### config.mk
export PLATFORM = sky130hd
export DESIGN_NAME = codec_ctl_writer
export DESIGN_NICKNAME = d
export VERILOG_FILES = /design/src/rtl/ccw_pkg.sv /design/src/rtl/ccw_req_check.sv /design/src/rtl/ccw_half_timer.sv /design/src/rtl/ccw_shifter.sv /design/src/rtl/ccw_cs_drive.sv /design/src/rtl/codec_ctl_writer.sv
export SDC_FILE = /design/constraint.sdc
export NUM_CORES = 1
export LEC_CHECK = 0
export CAP_MARGIN = 20
export CORE_MARGIN = 5
export CORE_UTILIZATION = 35
export CTS_CLUSTER_DIAMETER = 150
export DETAILED_ROUTE_END_ITERATION = 10
export PLACE_DENSITY = 0.58
export SLEW_MARGIN = 15
export SYNTH_ARGS = -nofsm -noshare
export SYNTH_HDL_FRONTEND = slang
export SYNTH_HIERARCHICAL = 1
export SYNTH_SLANG_ARGS = --single-unit
### constraint.sdc
create_clock -name clk -period 5.2 [get_ports clk]
set_input_delay 0.78 -clock clk [delete_from_list [all_inputs] [get_ports clk]]
set_output_delay 0.78 -clock clk [all_outputs]
set_load 0.02 [all_outputs]
### src/rtl/ccw_pkg.sv
package ccw_pkg;

   typedef enum logic [2:0] {
      PH_IDLE,
      PH_PREP,
      PH_LOW,
      PH_HIGH,
      PH_TAIL,
      PH_REL,
      PH_DONE,
      PH_ERR
   } ccw_phase_e;

   function automatic logic phase_is_busy(ccw_phase_e ph);
      return (ph == PH_PREP) || (ph == PH_LOW) || (ph == PH_HIGH) ||
             (ph == PH_TAIL) || (ph == PH_REL);
   endfunction

   function automatic logic phase_lines_idle(ccw_phase_e ph);
      return (ph == PH_IDLE) || (ph == PH_DONE) || (ph == PH_ERR);
   endfunction

endpackage

### src/rtl/ccw_req_check.sv
module ccw_req_check #(
   parameter int NUM_CS  = 3,
   parameter int MASK_W  = 4,
   parameter int IDX_W   = 5,
   parameter int DATA_W  = 8,
   parameter int MAX_IDX = 7,
   parameter int ADDR_W  = 2,
   parameter logic [ADDR_W-1:0] CHIP_ADDR = 2'b10,
   localparam int CMD_W  = ADDR_W + 1 + IDX_W + DATA_W
) (
   input  logic [MASK_W-1:0] mask,
   input  logic [IDX_W-1:0]  index,
   input  logic [DATA_W-1:0] data,
   output logic              ok,
   output logic [NUM_CS-1:0] sel_mask,
   output logic [CMD_W-1:0]  word
);

   logic mask_ok;
   logic idx_ok;

   generate
      if (MASK_W > NUM_CS) begin : g_wide_mask
         assign mask_ok = ~|mask[MASK_W-1:NUM_CS];
      end else begin : g_exact_mask
         assign mask_ok = 1'b1;
      end
   endgenerate

   assign sel_mask = mask[NUM_CS-1:0];
   assign idx_ok   = (int'(index) <= MAX_IDX);
   assign ok       = mask_ok && idx_ok;
   assign word     = {CHIP_ADDR, 1'b1, index, data};

endmodule

### src/rtl/ccw_half_timer.sv
module ccw_half_timer #(
   parameter int HALF_DIV = 4,
   localparam int CNT_W   = (HALF_DIV > 1) ? $clog2(HALF_DIV) : 1
) (
   input  logic clk,
   input  logic rst_n,
   input  logic run,
   output logic tick
);

   localparam logic [CNT_W-1:0] LAST = CNT_W'(HALF_DIV - 1);

   logic [CNT_W-1:0] cnt_q;

   assign tick = run && (cnt_q == LAST);

   always_ff @(posedge clk or negedge rst_n) begin
      if (!rst_n) begin
         cnt_q <= '0;
      end else if (!run || tick) begin
         cnt_q <= '0;
      end else begin
         cnt_q <= cnt_q + 1'b1;
      end
   end

endmodule

### src/rtl/ccw_shifter.sv
module ccw_shifter #(
   parameter int CMD_W   = 16,
   localparam int BCNT_W = $clog2(CMD_W)
) (
   input  logic             clk,
   input  logic             rst_n,
   input  logic             load,
   input  logic [CMD_W-1:0] word_in,
   input  logic             shift,
   output logic             msb,
   output logic             last
);

   logic [CMD_W-1:0]  sreg_q;
   logic [BCNT_W-1:0] left_q;

   assign msb  = sreg_q[CMD_W-1];
   assign last = (left_q == '0);

   always_ff @(posedge clk or negedge rst_n) begin
      if (!rst_n) begin
         sreg_q <= '0;
         left_q <= '0;
      end else if (load) begin
         sreg_q <= word_in;
         left_q <= BCNT_W'(CMD_W - 1);
      end else if (shift) begin
         sreg_q <= {sreg_q[CMD_W-2:0], 1'b0};
         left_q <= left_q - 1'b1;
      end
   end

endmodule

### src/rtl/ccw_cs_drive.sv
module ccw_cs_drive #(
   parameter int NUM_CS        = 3,
   parameter bit CS_ACTIVE_LOW = 1'b1
) (
   input  logic [NUM_CS-1:0] sel,
   input  logic              enable,
   output logic [NUM_CS-1:0] cs
);

   generate
      if (CS_ACTIVE_LOW) begin : g_low
         assign cs = enable ? ~sel : {NUM_CS{1'b1}};
      end else begin : g_high
         assign cs = enable ? sel : {NUM_CS{1'b0}};
      end
   endgenerate

endmodule

### src/rtl/codec_ctl_writer.sv
module codec_ctl_writer
   import ccw_pkg::*;
#(
   parameter int NUM_CS   = 3,
   parameter int MASK_W   = 4,
   parameter int IDX_W    = 5,
   parameter int DATA_W   = 8,
   parameter int MAX_IDX  = 7,
   parameter int ADDR_W   = 2,
   parameter logic [ADDR_W-1:0] CHIP_ADDR = 2'b10,
   parameter int HALF_DIV = 4,
   parameter bit CS_ACTIVE_LOW = 1'b1
) (
   input  logic              clk,
   input  logic              rst_n,
   input  logic              req_valid,
   output logic              req_ready,
   input  logic [MASK_W-1:0] req_mask,
   input  logic [IDX_W-1:0]  req_index,
   input  logic [DATA_W-1:0] req_data,
   output logic              busy,
   output logic              done,
   output logic              err,
   output logic              ctl_clk,
   output logic              ctl_data,
   output logic [NUM_CS-1:0] ctl_cs
);

   localparam int CMD_W = ADDR_W + 1 + IDX_W + DATA_W;

   generate
      if (HALF_DIV < 1) begin : g_bad_div
         $error("HALF_DIV must be at least 1");
      end
      if (MASK_W < NUM_CS) begin : g_bad_mask
         $error("MASK_W must cover NUM_CS");
      end
      if (MAX_IDX >= (1 << IDX_W)) begin : g_bad_idx
         $error("MAX_IDX must fit in IDX_W bits");
      end
      if (CMD_W < 2) begin : g_bad_cmd
         $error("command word too short");
      end
   endgenerate

   ccw_phase_e        phase_q, phase_d;
   logic              accept;
   logic              req_ok;
   logic [NUM_CS-1:0] sel_mask;
   logic [NUM_CS-1:0] mask_q;
   logic [CMD_W-1:0]  word;
   logic              run;
   logic              tick;
   logic              msb;
   logic              last;
   logic              load;
   logic              shift_en;
   logic              cs_en;
   logic              lines_idle;

   ccw_req_check #(
      .NUM_CS    (NUM_CS),
      .MASK_W    (MASK_W),
      .IDX_W     (IDX_W),
      .DATA_W    (DATA_W),
      .MAX_IDX   (MAX_IDX),
      .ADDR_W    (ADDR_W),
      .CHIP_ADDR (CHIP_ADDR)
   ) u_check (
      .mask     (req_mask),
      .index    (req_index),
      .data     (req_data),
      .ok       (req_ok),
      .sel_mask (sel_mask),
      .word     (word)
   );

   ccw_half_timer #(
      .HALF_DIV (HALF_DIV)
   ) u_timer (
      .clk   (clk),
      .rst_n (rst_n),
      .run   (run),
      .tick  (tick)
   );

   ccw_shifter #(
      .CMD_W (CMD_W)
   ) u_shift (
      .clk     (clk),
      .rst_n   (rst_n),
      .load    (load),
      .word_in (word),
      .shift   (shift_en),
      .msb     (msb),
      .last    (last)
   );

   ccw_cs_drive #(
      .NUM_CS        (NUM_CS),
      .CS_ACTIVE_LOW (CS_ACTIVE_LOW)
   ) u_cs (
      .sel    (mask_q),
      .enable (cs_en),
      .cs     (ctl_cs)
   );

   assign req_ready = (phase_q == PH_IDLE);
   assign accept    = req_valid && req_ready;
   assign load      = accept && req_ok;
   assign run       = phase_is_busy(phase_q);
   assign shift_en  = (phase_q == PH_HIGH) && tick && !last;

   always_comb begin
      phase_d = phase_q;
      unique case (phase_q)
         PH_IDLE: if (accept) phase_d = req_ok ? PH_PREP : PH_ERR;
         PH_PREP: if (tick) phase_d = PH_LOW;
         PH_LOW:  if (tick) phase_d = PH_HIGH;
         PH_HIGH: if (tick) phase_d = last ? PH_TAIL : PH_LOW;
         PH_TAIL: if (tick) phase_d = PH_REL;
         PH_REL:  if (tick) phase_d = PH_DONE;
         PH_DONE: phase_d = PH_IDLE;
         PH_ERR:  phase_d = PH_IDLE;
         default: phase_d = PH_IDLE;
      endcase
   end

   always_ff @(posedge clk or negedge rst_n) begin
      if (!rst_n) begin
         phase_q <= PH_IDLE;
         mask_q  <= '0;
      end else begin
         phase_q <= phase_d;
         if (load) begin
            mask_q <= sel_mask;
         end
      end
   end

   assign lines_idle = phase_lines_idle(phase_q);
   assign cs_en      = (phase_q == PH_LOW) || (phase_q == PH_HIGH) ||
                       (phase_q == PH_TAIL);
   assign ctl_clk    = lines_idle || (phase_q == PH_HIGH);
   assign ctl_data   = lines_idle ? 1'b1 :
                       (phase_q == PH_PREP) ? 1'b0 : msb;
   assign busy       = run;
   assign done       = (phase_q == PH_DONE);
   assign err        = (phase_q == PH_ERR);

endmodule

==> impl_results.md <==
- P per Cell Area: 493 mW/mm^2
- VDD IR-drop max: 0.164 mV
- Final Skew: 0.00445 ns
- Max-slew violations: 0
- Setup crit start kind: flip-flop
- Top cell type by total area after synthesis: dfrtp_1
- Wirelength per Cell: 12.0 um
- Post-synthesis xor/xnor area fraction: 1.09%
- Mapped cell area: 0.00161 sq mm
- RSZ-0062 raised after global routing: no
- First-pass GRT wire length: 4640 um
- Chip width: 77.9 um
- Top_reg_cell synth: dfrtp_1
- Min cycle time layout: 2.72 ns
- H-tree Lvls: 1
- Area after DPL: 0.00177 sq mm
- Setup slack, reg-to-reg: 2.59 ns
- Yosys reg bits: 28
- Fmax achieved: 368 MHz
- Crit path max fanout: 16
- Tcrit/Tclk final: 52.3%
- CP required: 4.42 ns
- Fillcell total: 434
- Critical Path End Type: output port
- Post-route setup TNS: 0 ns
- Initial antenna violation count: 0
- Commonest cells in the netlist: 28 x dfrtp_1, 21 x nand2_1, 19 x buf_4, 16 x mux2i_1, 15 x o21ai_1
- Crit Path Category: reg -> out
- Final instance area: 0.00185 sq mm
- Post-synth EDFFs: 0
- CTS clock-pin slew for the worst setup and hold paths: 0.10 ns
- Row cnt: 24
- Remaining antenna violation count after routing: 0
- Multi-input gate area in the final layout: 701 sq um
- Post-CTS resize count: 0
- CTS root buffer: clkbuf_8
- Final worst setup slack: 2.48 ns
- Post-synthesis compound-gate area fraction: 10.2%
- CTS Buf Count: 3
- Worst skew pair latency: 0.28 ns
- CTS tree: yes
- Netlist cell types: 38
- Worst-Margin Slew: 0.672 ns
- Register Area: 701 sq um
- Synth Area in Adders: 1.55%
- Postcts setup bufs: 0
- Vias: 1037
- Die area: 0.00607 sq mm
- Status: completed
- R2R depth: 7
- Via density: 4.69
- Max-Cap Viols: 0
- Top-area cell type share of the netlist area: 43.4%
- Core area: 0.00441 sq mm
- Setup slack after placement: 2.25 ns
- Placer Congestion: 0.806
- Share of cells above drive strength 1: 9.47%
- Setup Viol. Count Final: 0
- Clk sink count: 28
- Most frequent cell after synthesis: dfrtp_1
- HP Class: reg -> reg
- Diode count: 0
- Combinational family with the most area after synthesis: simple AND/OR/NAND/NOR gates
- Cell count after synthesis: 163
- Number of remaining DRC errors: 0
- Largest net degree at the start of global routing: 41
- I/O pin cnt: 29
- Clk buf depth: 2
- Detail Placement HPWL: 1830 um
- Average size of a mapped cell: 9.90 sq um
- P_leak: 0.000719 uW
- Final hold slack: 0.462 ns
- Yosys Warn Count: 6
- Ranking of synthesized cells by area: dfrtp_1 43%, mux2i_1 9.9%, buf_4 8.8%
- IO buf count: 28
- Total routed wirelength: 2650 um
- Async set or reset register ratio after synthesis: 100%
- Register area share after synthesis: 43.4%
- CP arrival: 1.94 ns
- Gr usage total: 9.17%
- Drt initial violations: 52
- Initial Util: 36.6%
- Post-synthesis mux area share: 13.4%
- Hold path depth: 1
- Die height: 77.9 um
- Initial DRT Pass Iterations: 4
- Hold violation total from the final report: 0
- Nets: 192
- Vias in the first global route: 1027
- Cts hold-fix bufs: 0
- Synth Area in Simple Gates: 16.0%
- Layout Area Growth over Synthesis: 14.5%
- Grt total ovfl: 0
- Max-slew headroom: 55.1%
==> critical path: stages (launching register included) <==
cell             delay [ns]
dfrtp_1                0.62
nor2_1                 0.07
mux2_2                 0.30
nand2_1                0.07
clkdlybuf4s50_1        0.59
==> per-layer routing <==
metal  GRT usage [%]  vias up  part of all wire, %
met5               0        -                    0
met4            3.38        0                 0.90
met3            2.20        2                  6.6
met2            14.1       29                   43
met1            12.5      465                   49
li1                -      541                    -
==> cell usage in the layout, fill, tap and decap left out, drive strengths merged <==
master	synthesis	routed
o22ai	1	1
nand2b	3	3
o21ai	17	17
nor2b	2	2
a21oi	5	5
nor3b	2	2
a21o	1	1
inv	4	4
mux2	4	4
nand3	1	1
and3b	1	1
dfrtp	28	28
buf	27	2
ha	2	2
nor4b	1	1
xnor2	1	1
xor2	1	1
nand2	21	21
clkdlybuf4s50	0	28
and3	4	4
nand4b	1	1
a221oi	1	1
bufinv	0	1
or2	1	1
nor3	2	2
a211o	1	1
o21bai	2	2
nor2	5	5
conb	2	3
clkbuf	2	3
a211oi	1	1
and2	1	1
or3	1	1
mux2i	16	16
nand3b	1	1
==> path summary, 6_finish.rpt <==
| kind | startpoint | to |
|---|---|---|
| max | phase_q[1]$_DFFE_PN0P_ | ctl_cs[1] |
| min | u_timer/cnt_q[0]$_DFF_PN0_ | u_timer/cnt_q[0]$_DFF_PN0_ |
| min reg2reg | u_timer/cnt_q[0]$_DFF_PN0_ | u_timer/cnt_q[0]$_DFF_PN0_ |
| max reg2reg | phase_q[1]$_DFFE_PN0P_ | u_shift/left_q[3]$_DFFE_PN0P_ |
| max in group asynchronous | rst_n | phase_q[2]$_DFFE_PN0P_ |
| min in group asynchronous | rst_n | u_timer/cnt_q[0]$_DFF_PN0_ |
==> report_power, final <==
group / internal (uW) / switching [uW]
clock: 103 / 70.1
combinational: 186 / 155
sequential: 315 / 82.2
==> logic make-up after synthesis <==
group           after synthesis
compound gates               29
xor+xnor                      2
fa+ha+maj                     2
buf+inv                      33
flops                        28
mux                          20
other cells                   2
simple gates                 47
==> final cells by class <==
type / instances / area share, %
Clock buffer: 3 / 2.23
Clock inverter: 1 / 1.62
Inverter: 4 / 0.812
Multi-Input combinational cell: 103 / 37.9
Sequential cell: 28 / 37.9
Tap cell: 52 / 3.52
Timing Repair Buffer: 30 / 16.0
==> registers in the layout, indices dropped and copies added, names as in the netlist <==
| name | cells |
|---|---|
| phase_q | 3 |
| mask_q | 3 |
| u_shift/left_q | 4 |
| u_shift/sreg_q | 16 |
| u_timer/cnt_q | 2 |
==> per-stage QoR <==
stage / total power [uW] / util, % / std cells
detailed placement: 750 / 40.1 / 217
finish: 911 / 41.9 / 221
global route: 989 / 41.9 / 221
floorplan: 641 / - / 164
CTS: 927 / 41.8 / 221
global placement: 737 / 40.1 / 217
Power figures use the tool's default switching activity.
